`src/rtl/hdlc_rsc_pkg.sv`:
```
package hdlc_rsc_pkg;

  typedef enum logic [1:0] {
    ADR_M0   = 2'b00,
    ADR_M1   = 2'b01,
    ADR_M2   = 2'b10,
    ADR_AUTO = 2'b11
  } adr_mode_e;

  typedef struct packed {
    adr_mode_e mode;
    logic      wide;
    logic      crc_off;
    logic      crc32;
  } rx_cfg_t;

  typedef struct packed {
    logic       good;
    logic       ovf;
    logic       crc_bad;
    logic       ragged;
    logic [3:0] rsvd;
  } rx_stat_t;

  localparam int MIN_W = 3;

  // Address octets in front of the payload, per mode.
  function automatic logic [MIN_W-1:0] addr_octets(rx_cfg_t c);
    logic [MIN_W-1:0] n;
    unique case (c.mode)
      ADR_M0:           n = 3'd0;
      ADR_M1:           n = 3'd1;
      ADR_M2, ADR_AUTO: n = c.wide ? 3'd2 : 3'd1;
      default:          n = 3'd0;
    endcase
    return n;
  endfunction

endpackage

```
`src/rtl/hdlc_rsc_bitcnt.sv`:
```
module hdlc_rsc_bitcnt #(
  parameter int CNT_W = 16,
  localparam int OCT_W = CNT_W - 3
) (
  input  logic             clk,
  input  logic             rst,
  input  logic             clr,
  input  logic             inc,
  output logic [OCT_W-1:0] octets,
  output logic [2:0]       resid
);

  logic [CNT_W-1:0] bits_q;
  logic             sat;

  assign sat = &bits_q;

  always_ff @(posedge clk) begin
    if (rst || clr)        bits_q <= '0;
    else if (inc && !sat)  bits_q <= bits_q + 1'b1;
  end

  assign octets = bits_q[CNT_W-1:3];
  assign resid  = bits_q[2:0];

  // a clear request empties the counter on the next cycle
  a_r11_clear_empties: assert property (@(posedge clk) disable iff (rst)
    clr |=> (bits_q == '0));

  // each counted bit advances the count by one
  a_r3_step_by_one: assert property (@(posedge clk) disable iff (rst)
    (inc && !clr && !sat) |=> (bits_q == $past(bits_q) + 1'b1));

endmodule

```
`src/rtl/hdlc_rsc_minlen.sv`:
```
module hdlc_rsc_minlen
  import hdlc_rsc_pkg::*;
#(
  parameter int OCT_W = 13
) (
  input  rx_cfg_t          cfg,
  input  logic [OCT_W-1:0] octets,
  output logic             long_enough
);

  logic [MIN_W-1:0] need;
  logic [MIN_W-1:0] crc_oct;

  always_comb begin
    crc_oct = cfg.crc32 ? 3'd4 : 3'd2;
    if (cfg.crc_off) begin
      // Without CRC bytes: two octets only for a two-octet address, otherwise one
      need = (addr_octets(cfg) == 3'd2) ? 3'd2 : 3'd1;
    end else begin
      need = addr_octets(cfg) + crc_oct;
    end
  end

  generate
    if (OCT_W > MIN_W) begin : g_wide_cmp
      assign long_enough = (octets >= OCT_W'(need));
    end else begin : g_narrow_cmp
      assign long_enough = (MIN_W'(octets) >= need);
    end
  endgenerate

endmodule

```
`src/rtl/hdlc_rsc_ovf.sv`:
```
module hdlc_rsc_ovf (
  input  logic clk,
  input  logic rst,
  input  logic clr,
  input  logic set,
  output logic seen
);

  logic ovf_q;

  always_ff @(posedge clk) begin
    if (rst || clr) ovf_q <= 1'b0;
    else if (set)   ovf_q <= 1'b1;
  end

  assign seen = ovf_q;

  // once set, the latch holds until a clear arrives
  a_r8_latch_holds: assert property (@(posedge clk) disable iff (rst)
    (ovf_q && !clr) |=> ovf_q);

endmodule

```
`src/rtl/hdlc_rx_frame_status.sv`:
```
module hdlc_rx_frame_status
  import hdlc_rsc_pkg::*;
#(
  parameter int CNT_W = 16,
  localparam int OCT_W = CNT_W - 3
) (
  input  logic       clk,
  input  logic       rst,
  input  logic       rx_start,
  input  logic       rx_bit_vld,
  input  logic       rx_end,
  input  logic       rx_abort,
  input  logic       rx_ovf,
  input  logic       crc_ok,
  input  logic [1:0] adr_mode,
  input  logic       adr_wide,
  input  logic       crc_off,
  input  logic       crc32,
  output logic       stat_vld,
  output logic [7:0] stat_byte,
  output logic       ovf_irq
);

  logic             in_frame;
  rx_cfg_t          cfg_q;
  rx_stat_t         stat_q;
  logic             vld_q;
  logic             irq_q;
  logic             closing;
  logic             cnt_clr;
  logic             cnt_inc;
  logic [OCT_W-1:0] octets;
  logic [2:0]       resid;
  logic             long_enough;
  logic             ovf_seen;
  logic             ovf_now;
  rx_stat_t         stat_d;

  assign closing = in_frame && rx_end && !rx_abort && !rx_start;
  assign cnt_clr = rx_abort || rx_start || closing;
  assign cnt_inc = in_frame && rx_bit_vld && !rx_end;

  hdlc_rsc_bitcnt #(.CNT_W(CNT_W)) u_cnt (
    .clk    (clk),
    .rst    (rst),
    .clr    (cnt_clr),
    .inc    (cnt_inc),
    .octets (octets),
    .resid  (resid)
  );

  hdlc_rsc_minlen #(.OCT_W(OCT_W)) u_min (
    .cfg         (cfg_q),
    .octets      (octets),
    .long_enough (long_enough)
  );

  hdlc_rsc_ovf u_ovf (
    .clk  (clk),
    .rst  (rst),
    .clr  (cnt_clr),
    .set  (in_frame && rx_ovf),
    .seen (ovf_seen)
  );

  assign ovf_now = ovf_seen || rx_ovf;

  always_comb begin
    stat_d         = '0;
    stat_d.ragged  = (resid != 3'd0);
    stat_d.crc_bad = !cfg_q.crc_off && !crc_ok;
    stat_d.ovf     = ovf_now;
    stat_d.good    = !stat_d.ragged && !stat_d.crc_bad;
  end

  always_ff @(posedge clk) begin
    if (rst) begin
      in_frame <= 1'b0;
      cfg_q    <= '0;
      stat_q   <= '0;
      vld_q    <= 1'b0;
      irq_q    <= 1'b0;
    end else begin
      vld_q <= 1'b0;
      irq_q <= 1'b0;
      if (rx_abort) begin
        in_frame <= 1'b0;
      end else if (rx_start) begin
        in_frame <= 1'b1;
        cfg_q    <= '{mode: adr_mode_e'(adr_mode), wide: adr_wide,
                      crc_off: crc_off, crc32: crc32};
      end else if (closing) begin
        in_frame <= 1'b0;
        if (long_enough) begin
          vld_q  <= 1'b1;
          stat_q <= stat_d;
          irq_q  <= ovf_now;
        end
      end
    end
  end

  assign stat_vld  = vld_q;
  assign stat_byte = stat_q;
  assign ovf_irq   = irq_q;

  // the strobe lasts one cycle
  a_r2_single_strobe: assert property (@(posedge clk) disable iff (rst)
    stat_vld |=> !stat_vld);

  // the strobe only follows a closing flag inside a frame
  a_r2_strobe_cause: assert property (@(posedge clk) disable iff (rst)
    stat_vld |-> ($past(rx_end) && $past(in_frame)));

  // the interrupt rides on the strobe with the overflow bit set
  a_r8_irq_with_status: assert property (@(posedge clk) disable iff (rst)
    ovf_irq |-> (stat_vld && stat_byte[6]));

  // a ragged frame is never good
  a_r3_ragged_not_good: assert property (@(posedge clk) disable iff (rst)
    (stat_vld && stat_byte[4]) |-> !stat_byte[7]);

  // the captured mode holds while the frame stays open
  a_r9_cfg_frozen: assert property (@(posedge clk) disable iff (rst)
    (in_frame && !rx_start) |=> $stable(cfg_q));

  // an abort never produces a status
  a_r10_abort_silent: assert property (@(posedge clk) disable iff (rst)
    rx_abort |=> !stat_vld);

endmodule

```
`config.mk`:
```
export PLATFORM = sky130hd
export DESIGN_NAME = hdlc_rx_frame_status
export DESIGN_NICKNAME = d
export VERILOG_FILES = /design/src/rtl/hdlc_rsc_pkg.sv /design/src/rtl/hdlc_rsc_bitcnt.sv /design/src/rtl/hdlc_rsc_minlen.sv /design/src/rtl/hdlc_rsc_ovf.sv /design/src/rtl/hdlc_rx_frame_status.sv
export SDC_FILE = /design/constraint.sdc
export NUM_CORES = 1
export LEC_CHECK = 0
export BUFFER_PORTS_ARGS = -buffer_cell sky130_fd_sc_hd__buf_2
export CAP_MARGIN = 20
export CORE_MARGIN = 3
export CORE_UTILIZATION = 46
export DETAILED_ROUTE_END_ITERATION = 6
export PLACE_DENSITY = 0.67
export REMOVE_ABC_BUFFERS = 1
export SLEW_MARGIN = 10
export SYNTH_ARGS = -nofsm -noshare
export SYNTH_HDL_FRONTEND = slang
export SYNTH_HIERARCHICAL = 1
export SYNTH_SLANG_ARGS = --single-unit
```
`constraint.sdc`:
```
create_clock -name clk -period 2.8 [get_ports clk]
set_clock_uncertainty 0.2 [all_clocks]
set_input_delay 0.56 -clock clk [delete_from_list [all_inputs] [get_ports clk]]
set_output_delay 0.56 -clock clk [all_outputs]
set_load 0.01 [all_outputs]
```
==> results of run 1 <==
power groups by stage:
| stage | sequential, mW | combinational, mW | clock [mW] |
|---|---|---|---|
| 4_1_cts | 0.421 | 0.0540 | 0.439 |
| 2_1_floorplan | 0.429 | 0.0304 | 0 |
| 3_3_place_gp | 0.430 | 0.0519 | 0 |
| 6_report | 0.421 | 0.0540 | 0.434 |
| 5_1_grt | 0.422 | 0.0605 | 0.468 |
| 3_5_place_dp | 0.431 | 0.0536 | 0 |
worst max-delay path by stage:
stage	from	slack, ps	depth (start not counted)	end
final	cfg_q[4]	280	10	stat_byte[5]
after global routing	cfg_q[4]	110	10	stat_byte[5]
after CTS	cfg_q[4]	290	10	stat_byte[5]
after detailed placement	cfg_q[4]	330	10	stat_byte[5]
after global placement	cfg_q[4]	350	10	stat_byte[5]
after floorplan	cfg_q[4]	350	9	stat_byte[5]
placed cells by master (no fill, tap or decap), types with 6 or more instances in the layout:
cell     count
nand2_1      9
dfxtp_1     29
buf_2       18
nor2_1      13
nor3_1       6
inv_1        6
a21oi_1     13
nand3_1      6
o21ai_0      7
registers in the layout, summed over array words and instances, names as in the netlist:
| register | flops |
|---|---|
| ovf_irq | 1 |
| u_cnt/bits_q | 16 |
| cfg_q | 5 |
| stat_vld | 1 |
| u_ovf/seen | 1 |
| in_frame | 1 |
| stat_byte | 4 |
kinds of logic (layout without fill, tap and decap cells):
group           Yosys count  after routing
compound gates           44             44
xor+xnor                  1              1
fa+ha+maj                 5              5
buf+inv                  14             34
flops                    29             29
mux                       5              5
other cells               1              4
simple gates             68             68
final cells by class:
cell class,count,area (um^2),area share
multi-input combinational,127,856,0.498
tap,44,55.1,0.0320
timing repair buffer,19,97.6,0.0568
clock inverter,3,65.1,0.0379
clock buffer,5,37.5,0.0218
sequential,29,581,0.338
inverter,7,26.3,0.0153
through the flow:
stage,cell area [um^2],instances,power [mW]
final,1720,234,0.909
after detailed placement,1620,226,0.484
after global routing,1720,234,0.951
after floorplan,1460,163,0.460
after global placement,1620,226,0.482
after CTS,1720,234,0.914
metal layers:
| metal | vias up | track usage | routed length (um) |
|---|---|---|---|
| met5 | - | 0 | 0 |
| li1 | 686 | - | - |
| met2 | 22 | 0.264 | 1540 |
| met3 | 6 | 0.0701 | 120 |
| met4 | 0 | 0.0634 | 51 |
| met1 | 656 | 0.225 | 1540 |
==> results.sh, run 1 <==
export IMPL_post_cts_buffers=0
export IMPL_status="finished clean"
export IMPL_cpPeakStageDelay_ps=470
export IMPL_insertedDiodeCount=0
export IMPL_dp_hpwl_um=2430
export IMPL_muxShareOfSynthArea=0.0335
export IMPL_switchingPower_mw=0.194
export IMPL_drive_gt1_frac=0.205
export IMPL_rsz0062_at_grt="no"
export IMPL_path_buf_inv=1
export IMPL_drtPass1Iterations=4
export IMPL_yosys_top_cells_area="dfxtp_1 (39%), a21oi_1 (4.4%), ha_1 (4.2%), mux2i_1 (3.4%), nor2_1 (3.3%)"
export IMPL_netlist_area_um2=1490
export IMPL_power_density_nw_per_um2=529
export IMPL_combPwrFrac=0.059
export IMPL_yosysMostFrequentCell="dfxtp_1"
export IMPL_cts_tree="built"
export IMPL_worst_pin_slew_ps=611
export IMPL_cp_data_arrival_time_ps=2600
export IMPL_io_pin_count=23
export IMPL_finalHoldViolations=0
export IMPL_path_max_fanout=4
export IMPL_via_per_inst=5.85
export IMPL_min_to="in_frame"
export IMPL_yosysTopAreaCellShare=0.389
export IMPL_max_freq_mhz=397
export IMPL_ys_seq_area_frac=0.389
export IMPL_grt_pass1_vias=1212
export IMPL_cp_top_family="simple AND/OR/NAND/NOR gates"
export IMPL_cts_root_buf="clkbuf_4"
export IMPL_ir_worst_vdd_v=0.000289
export IMPL_postSynthCellCount=167
export IMPL_pwr_share_seq=0.463
export IMPL_worst_r2r_endpoint="stat_byte[5]"
export IMPL_worstPathCellList="nand2_1, ha_1, nor2_1, a31oi_1, ha_1, a21oi_1, o2111ai_1, inv_2, or4_1, a21oi_1"
export IMPL_slew_violations=0
export IMPL_fin_crit_sh=0.900
export IMPL_cts_buffers=5
export IMPL_hold_worst_slack_ps=240
export IMPL_whs_path_depth=2
export IMPL_crit_path_end_kind="register"
export IMPL_grt_first_pass_wirelength_um=5490
export IMPL_synthAdderAreaFrac=0.0419
export IMPL_routedWlPerCell_um=13.9
export IMPL_grt_max_degree=17
export IMPL_placementRows=20
export IMPL_clk_latency_ps=340
export IMPL_ys_flop_type="dfxtp_1"
export IMPL_route_antenna_remaining_nets=0
export IMPL_holdCritStartpoint="rx_abort"
export IMPL_postCtsHoldBufs=0
export IMPL_cts_sinks=29
export IMPL_fillers=308
export IMPL_setup_viol=0
export IMPL_ys_warn_count=6
export IMPL_cts_buffer_depth=2
export IMPL_layout_setup_ws_ps=280
export IMPL_r2r_start="cfg_q[4]"
export IMPL_synth_compound_area_frac=0.204
export IMPL_vias=1370
export IMPL_io_buffers=18
export IMPL_cp_slowest_cell="or4_1"
export IMPL_globalplace_congestion=0.885
export IMPL_synth_xor_area_frac=0.00586
export IMPL_synth_area_leader_cell="dfxtp_1"
export IMPL_netSwitchingFraction=0.213
export IMPL_die_area_um2=3970
export IMPL_ys_top_cells_by_count="dfxtp_1 (29), a21oi_1 (13), nor2_1 (13)"
export IMPL_synth_top_family_by_area="simple AND/OR/NAND/NOR gates"
export IMPL_ctsResizeCount=0
export IMPL_r2r_slack_ps=280
export IMPL_grt_overflow=0
export IMPL_nNetsFinal=207
export IMPL_reg2reg_depth=10
export IMPL_p_leak_nw=0.614
export IMPL_start_util=0.485
export IMPL_crit_type="reg -> reg"
export IMPL_path_clk_slew_ps=100
export IMPL_synth_cell_types=40
export IMPL_cts_htree_levels=2
export IMPL_first_iter_violations=44
export IMPL_core_um2=3080
export IMPL_die_width_um=63.0
export IMPL_syn_to_final_growth_pct=15.0
export IMPL_finalSetupTns_ps=0
export IMPL_crit_required_ps=2880
export IMPL_routed_wl_um=3260
export IMPL_cap_violations=0
export IMPL_cp_start_kind="register"
export IMPL_cellInternalPower_mw=0.716
export IMPL_synthArstFlopShare=0
export IMPL_avgSynthCellArea_um2=8.95
export IMPL_drc=0
export IMPL_yosys_area_share_simple=0.278
export IMPL_relSlewSlack=0.591
export IMPL_chipHeight_um=63.0
export IMPL_period_needed_ps=2520
export IMPL_grt_use_total=0.175
export IMPL_clock_power_share=0.478
export IMPL_synth_seq_cells=29
export IMPL_synth_edf_count=0
export IMPL_hold_path_class="in -> reg"
export IMPL_post_route_util=0.558
export IMPL_dp_slack_ps=325
export IMPL_antenna_found_initial=0
Note: power is estimated with default switching activity, not from simulation.
==> inputs of run 2 (changes only) <==
--- a/config.mk
+++ b/config.mk
@@ -5,12 +5,13 @@
 export SDC_FILE = /design/constraint.sdc
 export NUM_CORES = 1
 export LEC_CHECK = 0
+export ABC_AREA = 1
 export BUFFER_PORTS_ARGS = -buffer_cell sky130_fd_sc_hd__buf_2
 export CAP_MARGIN = 20
-export CORE_MARGIN = 3
+export CORE_MARGIN = 1
 export CORE_UTILIZATION = 46
 export DETAILED_ROUTE_END_ITERATION = 6
-export PLACE_DENSITY = 0.67
+export PLACE_DENSITY = 0.66
 export REMOVE_ABC_BUFFERS = 1
 export SLEW_MARGIN = 10
 export SYNTH_ARGS = -nofsm -noshare
==> results.sh, run 2 <==
export IMPL_status="finished clean"
export IMPL_cp_start_kind="register"
export IMPL_syn_to_final_growth_pct=11.2
export IMPL_dp_hpwl_um=2580
export IMPL_io_buffers=18
export IMPL_insertedDiodeCount=0
export IMPL_combPwrFrac=0.077
export IMPL_postSynthCellCount=257
export IMPL_finalSetupTns_ps=0
export IMPL_netSwitchingFraction=0.240
export IMPL_period_needed_ps=2150
export IMPL_p_leak_nw=0.772
export IMPL_worst_pin_slew_ps=502
export IMPL_cts_root_buf="clkbuf_8"
export IMPL_globalplace_congestion=0.835
export IMPL_drtPass1Iterations=5
export IMPL_path_clk_slew_ps=60
export IMPL_yosysTopAreaCellShare=0.341
export IMPL_clk_latency_ps=280
export IMPL_cellInternalPower_mw=0.615
export IMPL_routed_wl_um=3340
export IMPL_post_cts_buffers=0
export IMPL_relSlewSlack=0.664
export IMPL_ys_seq_area_frac=0.341
export IMPL_chipHeight_um=62.8
export IMPL_crit_required_ps=2770
export IMPL_r2r_start="cfg_q[4]"
export IMPL_vias=1550
export IMPL_synth_edf_count=0
export IMPL_top_register="u_cnt/bits_q"
export IMPL_yosysMostFrequentCell="nor2_1"
export IMPL_cts_buffer_depth=2
export IMPL_first_iter_violations=95
export IMPL_fin_crit_sh=0.769
export IMPL_holdCritStartpoint="stat_byte[6]"
export IMPL_drive_gt1_frac=0.175
export IMPL_avgSynthCellArea_um2=6.63
export IMPL_power_density_nw_per_um2=427
export IMPL_ctsResizeCount=0
export IMPL_grt_first_pass_wirelength_um=5960
export IMPL_placementRows=21
export IMPL_routedWlPerCell_um=10.2
export IMPL_grt_max_degree=15
export IMPL_hold_worst_slack_ps=267
export IMPL_rsz0062_at_grt="no"
export IMPL_layout_commonest_cell="nor2_1"
export IMPL_core_um2=3440
export IMPL_synth_cell_types=26
export IMPL_crit_type="reg -> reg"
export IMPL_setup_viol=0
export IMPL_crit_path_end_kind="register"
export IMPL_cts_tree="built"
export IMPL_cap_violations=0
export IMPL_finalPower_mw=0.809
export IMPL_cp_data_arrival_time_ps=2120
export IMPL_postCtsHoldBufs=0
export IMPL_die_width_um=62.8
export IMPL_switchingPower_mw=0.194
export IMPL_cts_sinks=29
export IMPL_clock_power_share=0.400
export IMPL_cts_htree_levels=2
export IMPL_max_freq_mhz=465
export IMPL_netlist_area_um2=1700
export IMPL_slew_violations=0
export IMPL_ys_flop_type="dfxtp_1"
export IMPL_grt_use_total=0.193
export IMPL_crit_start="cfg_q[4]"
export IMPL_antenna_found_initial=0
export IMPL_drc=0
export IMPL_route_antenna_remaining_nets=0
export IMPL_nNetsFinal=297
export IMPL_synth_area_leader_cell="dfxtp_1"
export IMPL_synthArstFlopShare=0
export IMPL_fillers=358
export IMPL_pwr_share_seq=0.522
export IMPL_grt_overflow=0
export IMPL_hold_path_class="reg -> reg"
export IMPL_finalHoldViolations=0
export IMPL_io_pin_count=23
export IMPL_start_util=0.495
export IMPL_final_cell_mix="nor2_1 (61), nand2_1 (57), dfxtp_1 (29)"
export IMPL_synth_seq_cells=29
export IMPL_grt_pass1_vias=1392
export IMPL_ys_warn_count=6
export IMPL_ir_worst_vdd_v=0.000280
export IMPL_path_max_fanout=3
export IMPL_die_area_um2=3950
export IMPL_via_per_inst=4.75
export IMPL_ys_top_cells_by_count="nor2_1 (61), nand2_1 (57), dfxtp_1 (29)"
export IMPL_cts_buffers=5
export IMPL_yosys_top_cells_area="dfxtp_1 (34%), nor2_1 (13%), nand2_1 (13%), inv_1 (6.0%), nand3_1 (5.0%)"
export IMPL_largest_register_ffs=16
[run 2: cell types whose count changed in the layout (fill, tap and decap cells not counted), sizes merged, moves of 5 or more]
cell   previous run  this run
inv               7        28
mux2i             5         0
nand2             9        62
nand3             6        19
nor2             13        70
nor3              8         2
o41ai             5         0
or4               5         0
[run 2: area by class of cell]
| type | instances | area [um^2] | area share |
|---|---|---|---|
| repair buffers | 19 | 97.6 | 0.0515 |
| clock inverters | 2 | 10.0 | 0.00528 |
| well taps | 46 | 57.6 | 0.0304 |
| inverters | 28 | 105 | 0.0555 |
| flip-flops and latches | 29 | 581 | 0.306 |
| clock buffers | 6 | 72.6 | 0.0383 |
| multi-input cells | 196 | 971 | 0.513 |
[run 2: metal layers]
metal / track usage / vias to the layer above / wire [um]
li1: - / 841 / -
met5: 0 / - / 0
met4: 0.0959 / 0 / 71
met2: 0.300 / 23 / 1440
met3: 0.0493 / 8 / 101
met1: 0.245 / 678 / 1720
[run 2: kinds of logic after synthesis]
group	count (synthesis)	share of synthesized area
DFF	29	0.341
AOI/OAI and AO/OA	26	0.0889
buffers and inverters	35	0.0955
other	1	0.00220
xor gates and xnor gates	1	0.00514
adders and majority gates	5	0.0367
and+or+nand+nor	160	0.431
[run 2: critical path, stage by stage (launching register included)]
cell,delay (ps)
dfxtp_1,340
nand2_1,90
ha_1,170
or2_1,210
ha_1,290
nand2_1,70
a21oi_2,90
nor2_1,50
nand2_1,70
inv_1,50
nor2_2,140
nand2_1,110
nand3_1,110
o21ai_2,60
[run 2: worst paths after layout]
path         depth (start not counted)  slack, ps            to
max reg2reg                         13        650  stat_byte[4]
max                                 13        650  stat_byte[4]
min                                  2        270  stat_byte[6]
min reg2reg                          2        270  stat_byte[6]
[run 2: through the flow]
step | std cells | setup slack [ps] | cell area (um^2) | util
6_report | 326 | 648 | 1890 | 0.550
5_1_grt | 326 | 415 | 1890 | 0.550
3_3_place_gp | 318 | 685 | 1810 | 0.526
2_1_floorplan | 253 | 818 | 1660 | -
4_1_cts | 326 | 639 | 1890 | 0.550
3_5_place_dp | 318 | 626 | 1810 | 0.526
[run 2: power groups by stage]
| stage | Combinational (mW) | Clock (mW) | Sequential, mW |
|---|---|---|---|
| finish | 0.0626 | 0.324 | 0.423 |
| floorplan | 0.0442 | 0 | 0.431 |
| global route | 0.0749 | 0.353 | 0.424 |
| CTS | 0.0634 | 0.335 | 0.423 |
| global placement | 0.0625 | 0 | 0.432 |
| detailed placement | 0.0630 | 0 | 0.432 |
==> inputs of run 3 (changes only) <==
--- a/config.mk
+++ b/config.mk
@@ -5,13 +5,13 @@
 export SDC_FILE = /design/constraint.sdc
 export NUM_CORES = 1
 export LEC_CHECK = 0
-export ABC_AREA = 1
+export ABC_AREA = 0
 export BUFFER_PORTS_ARGS = -buffer_cell sky130_fd_sc_hd__buf_2
 export CAP_MARGIN = 20
 export CORE_MARGIN = 1
 export CORE_UTILIZATION = 46
 export DETAILED_ROUTE_END_ITERATION = 6
-export PLACE_DENSITY = 0.66
+export PLACE_DENSITY = 0.69
 export REMOVE_ABC_BUFFERS = 1
 export SLEW_MARGIN = 10
 export SYNTH_ARGS = -nofsm -noshare
==> constraint.sdc (replaced) <==
create_clock -name clk -period 1.7 [get_ports clk]
set_clock_uncertainty 0.2 [all_clocks]
set_input_delay 0.34 -clock clk [delete_from_list [all_inputs] [get_ports clk]]
set_output_delay 0.34 -clock clk [all_outputs]
set_load 0.01 [all_outputs]
==> results.sh, run 3 (same netlist as run 1, synthesis figures left out) <==
export IMPL_grt_use_total=0.308
export IMPL_top_register="u_cnt/bits_q"
export IMPL_design_area_um2=2590
export IMPL_routed_wl_um=5800
export IMPL_path_clk_slew_ps=100
export IMPL_wl_met1_um=2160
export IMPL_route_met2_wl_um=3030
export IMPL_postCtsHoldBufs=0
export IMPL_route_antenna_remaining_nets=0
export IMPL_cp_data_arrival_time_ps=2440
export IMPL_drc=0
export IMPL_worstPathCellList="nand2_2, ha_4, nor2_4, a31oi_4, ha_4, a21oi_2, o2111ai_2, inv_2, or4_1, a21oi_1"
export IMPL_drtPass1Iterations=4
export IMPL_period_needed_ps=2360
export IMPL_vias=1791
export IMPL_globalplace_congestion=0.871
export IMPL_grt_overflow=0
export IMPL_layout_setup_ws_ps=-655
export IMPL_cts_htree_levels=2
export IMPL_io_pin_count=23
export IMPL_hold_path_class="in -> reg"
export IMPL_cp_start_kind="register"
export IMPL_crit_type="reg -> reg"
export IMPL_layout_commonest_cell="buf_4"
export IMPL_cts_buffer_depth=2
export IMPL_die_area_um2=3480
export IMPL_cp_slowest_cell="or4_1"
export IMPL_topRoutingLayerUsed="met4"
export IMPL_dp_hpwl_um=3160
export IMPL_core_um2=3080
export IMPL_drive_gt1_frac=0.629
export IMPL_die_width_um=59.0
export IMPL_status="finished, violations left"
export IMPL_nNetsFinal=276
export IMPL_final_cell_mix="buf_4 (55), dfxtp_1 (18), buf_2 (18)"
export IMPL_fin_crit_sh=1.39
export IMPL_cts_sinks=29
export IMPL_syn_to_final_growth_pct=73.2
export IMPL_violations="setup timing"
export IMPL_first_iter_violations=103
export IMPL_antenna_found_initial=0
export IMPL_placedInstanceArea_um2=1990
export IMPL_path_max_fanout=3
export IMPL_crit_required_ps=1790
export IMPL_io_buffers=18
export IMPL_routed_wl_met3_um=331
export IMPL_largest_register_ffs=16
export IMPL_cts_root_buf="clkbuf_4"
export IMPL_cts_tree="built"
export IMPL_crit_path_end_kind="register"
export IMPL_cts_buffers=5
export IMPL_insertedDiodeCount=0
export IMPL_ir_worst_vdd_v=0.000644
export IMPL_dp_slack_ps=-709
export IMPL_grt_max_degree=14
export IMPL_via_per_inst=5.91
export IMPL_start_util=0.485
export IMPL_cap_violations=0
export IMPL_slew_violations=0
export IMPL_grt_pass1_vias=1684
export IMPL_power_density_nw_per_um2=540
export IMPL_placementRows=20
export IMPL_max_freq_mhz=425
export IMPL_chipHeight_um=59.0
export IMPL_grt_first_pass_wirelength_um=7720
export IMPL_routedWlPerCell_um=19.1
export IMPL_clk_latency_ps=350
export IMPL_fillers=165
export IMPL_cpPeakStageDelay_ps=470
export IMPL_finalHoldViolations=0
export IMPL_crit_top_cell="ha_4"
export IMPL_setup_viol=19
export IMPL_p_leak_nw=1.07
export IMPL_rsz0062_at_grt="yes"
run 3: cell count changes in the layout (fill, tap and decap cells not counted), moves of 7 or more:
cell	before	now
dfxtp_2	0	11
buf_6	0	14
inv_1	27	6
nor2_1	61	10
buf_4	1	55
dfxtp_1	29	18
a21oi_1	13	6
nand2_1	57	7
nand3_1	17	4
run 3: where the power goes:
group / total (mW) / switching (mW) / internal (mW)
registers: 0.694 / 0.00670 / 0.687
clock network: 0.514 / 0.274 / 0.239
logic: 0.188 / 0.0940 / 0.0945
total: 1.40 / 0.375 / 1.02
run 3: final cells by class:
type | count | area [um^2] | area share
repair buffers | 87 | 661 | 0.255
inverters | 7 | 26.3 | 0.0102
multi-input cells | 128 | 1180 | 0.456
clock buffers | 7 | 65.1 | 0.0251
well taps | 44 | 55.1 | 0.0213
clock inverters | 1 | 5.00 | 0.00193
flip-flops and latches | 29 | 594 | 0.230
run 3: routing by layer:
layer  track usage  vias up
met5             0        -
met4         0.218        0
met3        0.0633       29
met2         0.531       78
met1         0.336      862
li1              -      822
run 3: final timing paths:
kind	startpoint	endpoint	slack, ps	cells after the start
setup / recovery	cfg_q[4]	stat_byte[5]	-660	10
hold / removal	adr_mode[1]	cfg_q[4]	50	3
setup reg to reg	cfg_q[4]	stat_byte[5]	-660	10
hold reg to reg	stat_byte[7]	stat_byte[7]	300	2
run 3: repair_timing:
item,CTS,global route
buffers inserted,10,9
resized for setup,44,51
setup endpoints to repair,18,22
gates cloned,0,2
pin swaps,22,30
run 3: per-stage QoR:
stage / power [mW] / hold WS, ps / utilization / TNS [ps] / instances
floorplan: 0.757 / 209 / - / -3690 / 163
global placement: 0.813 / 263 / 0.647 / -6530 / 276
CTS: 1.35 / 44.3 / 0.748 / -3400 / 292
finish: 1.40 / 50.9 / 0.841 / -4230 / 303
global route: 1.43 / 52.7 / 0.841 / -5340 / 303
detailed placement: 0.820 / 270 / 0.647 / -7390 / 276
run 3: worst max-delay path, delay by kind of cell (launching register included):
| kind | cells | cell delay (ps) |
|---|---|---|
| compound gates | 4 | 430 |
| flops | 1 | 370 |
| fa+ha+maj | 2 | 530 |
| simple gates | 3 | 700 |
| buf+inv | 1 | 60 |
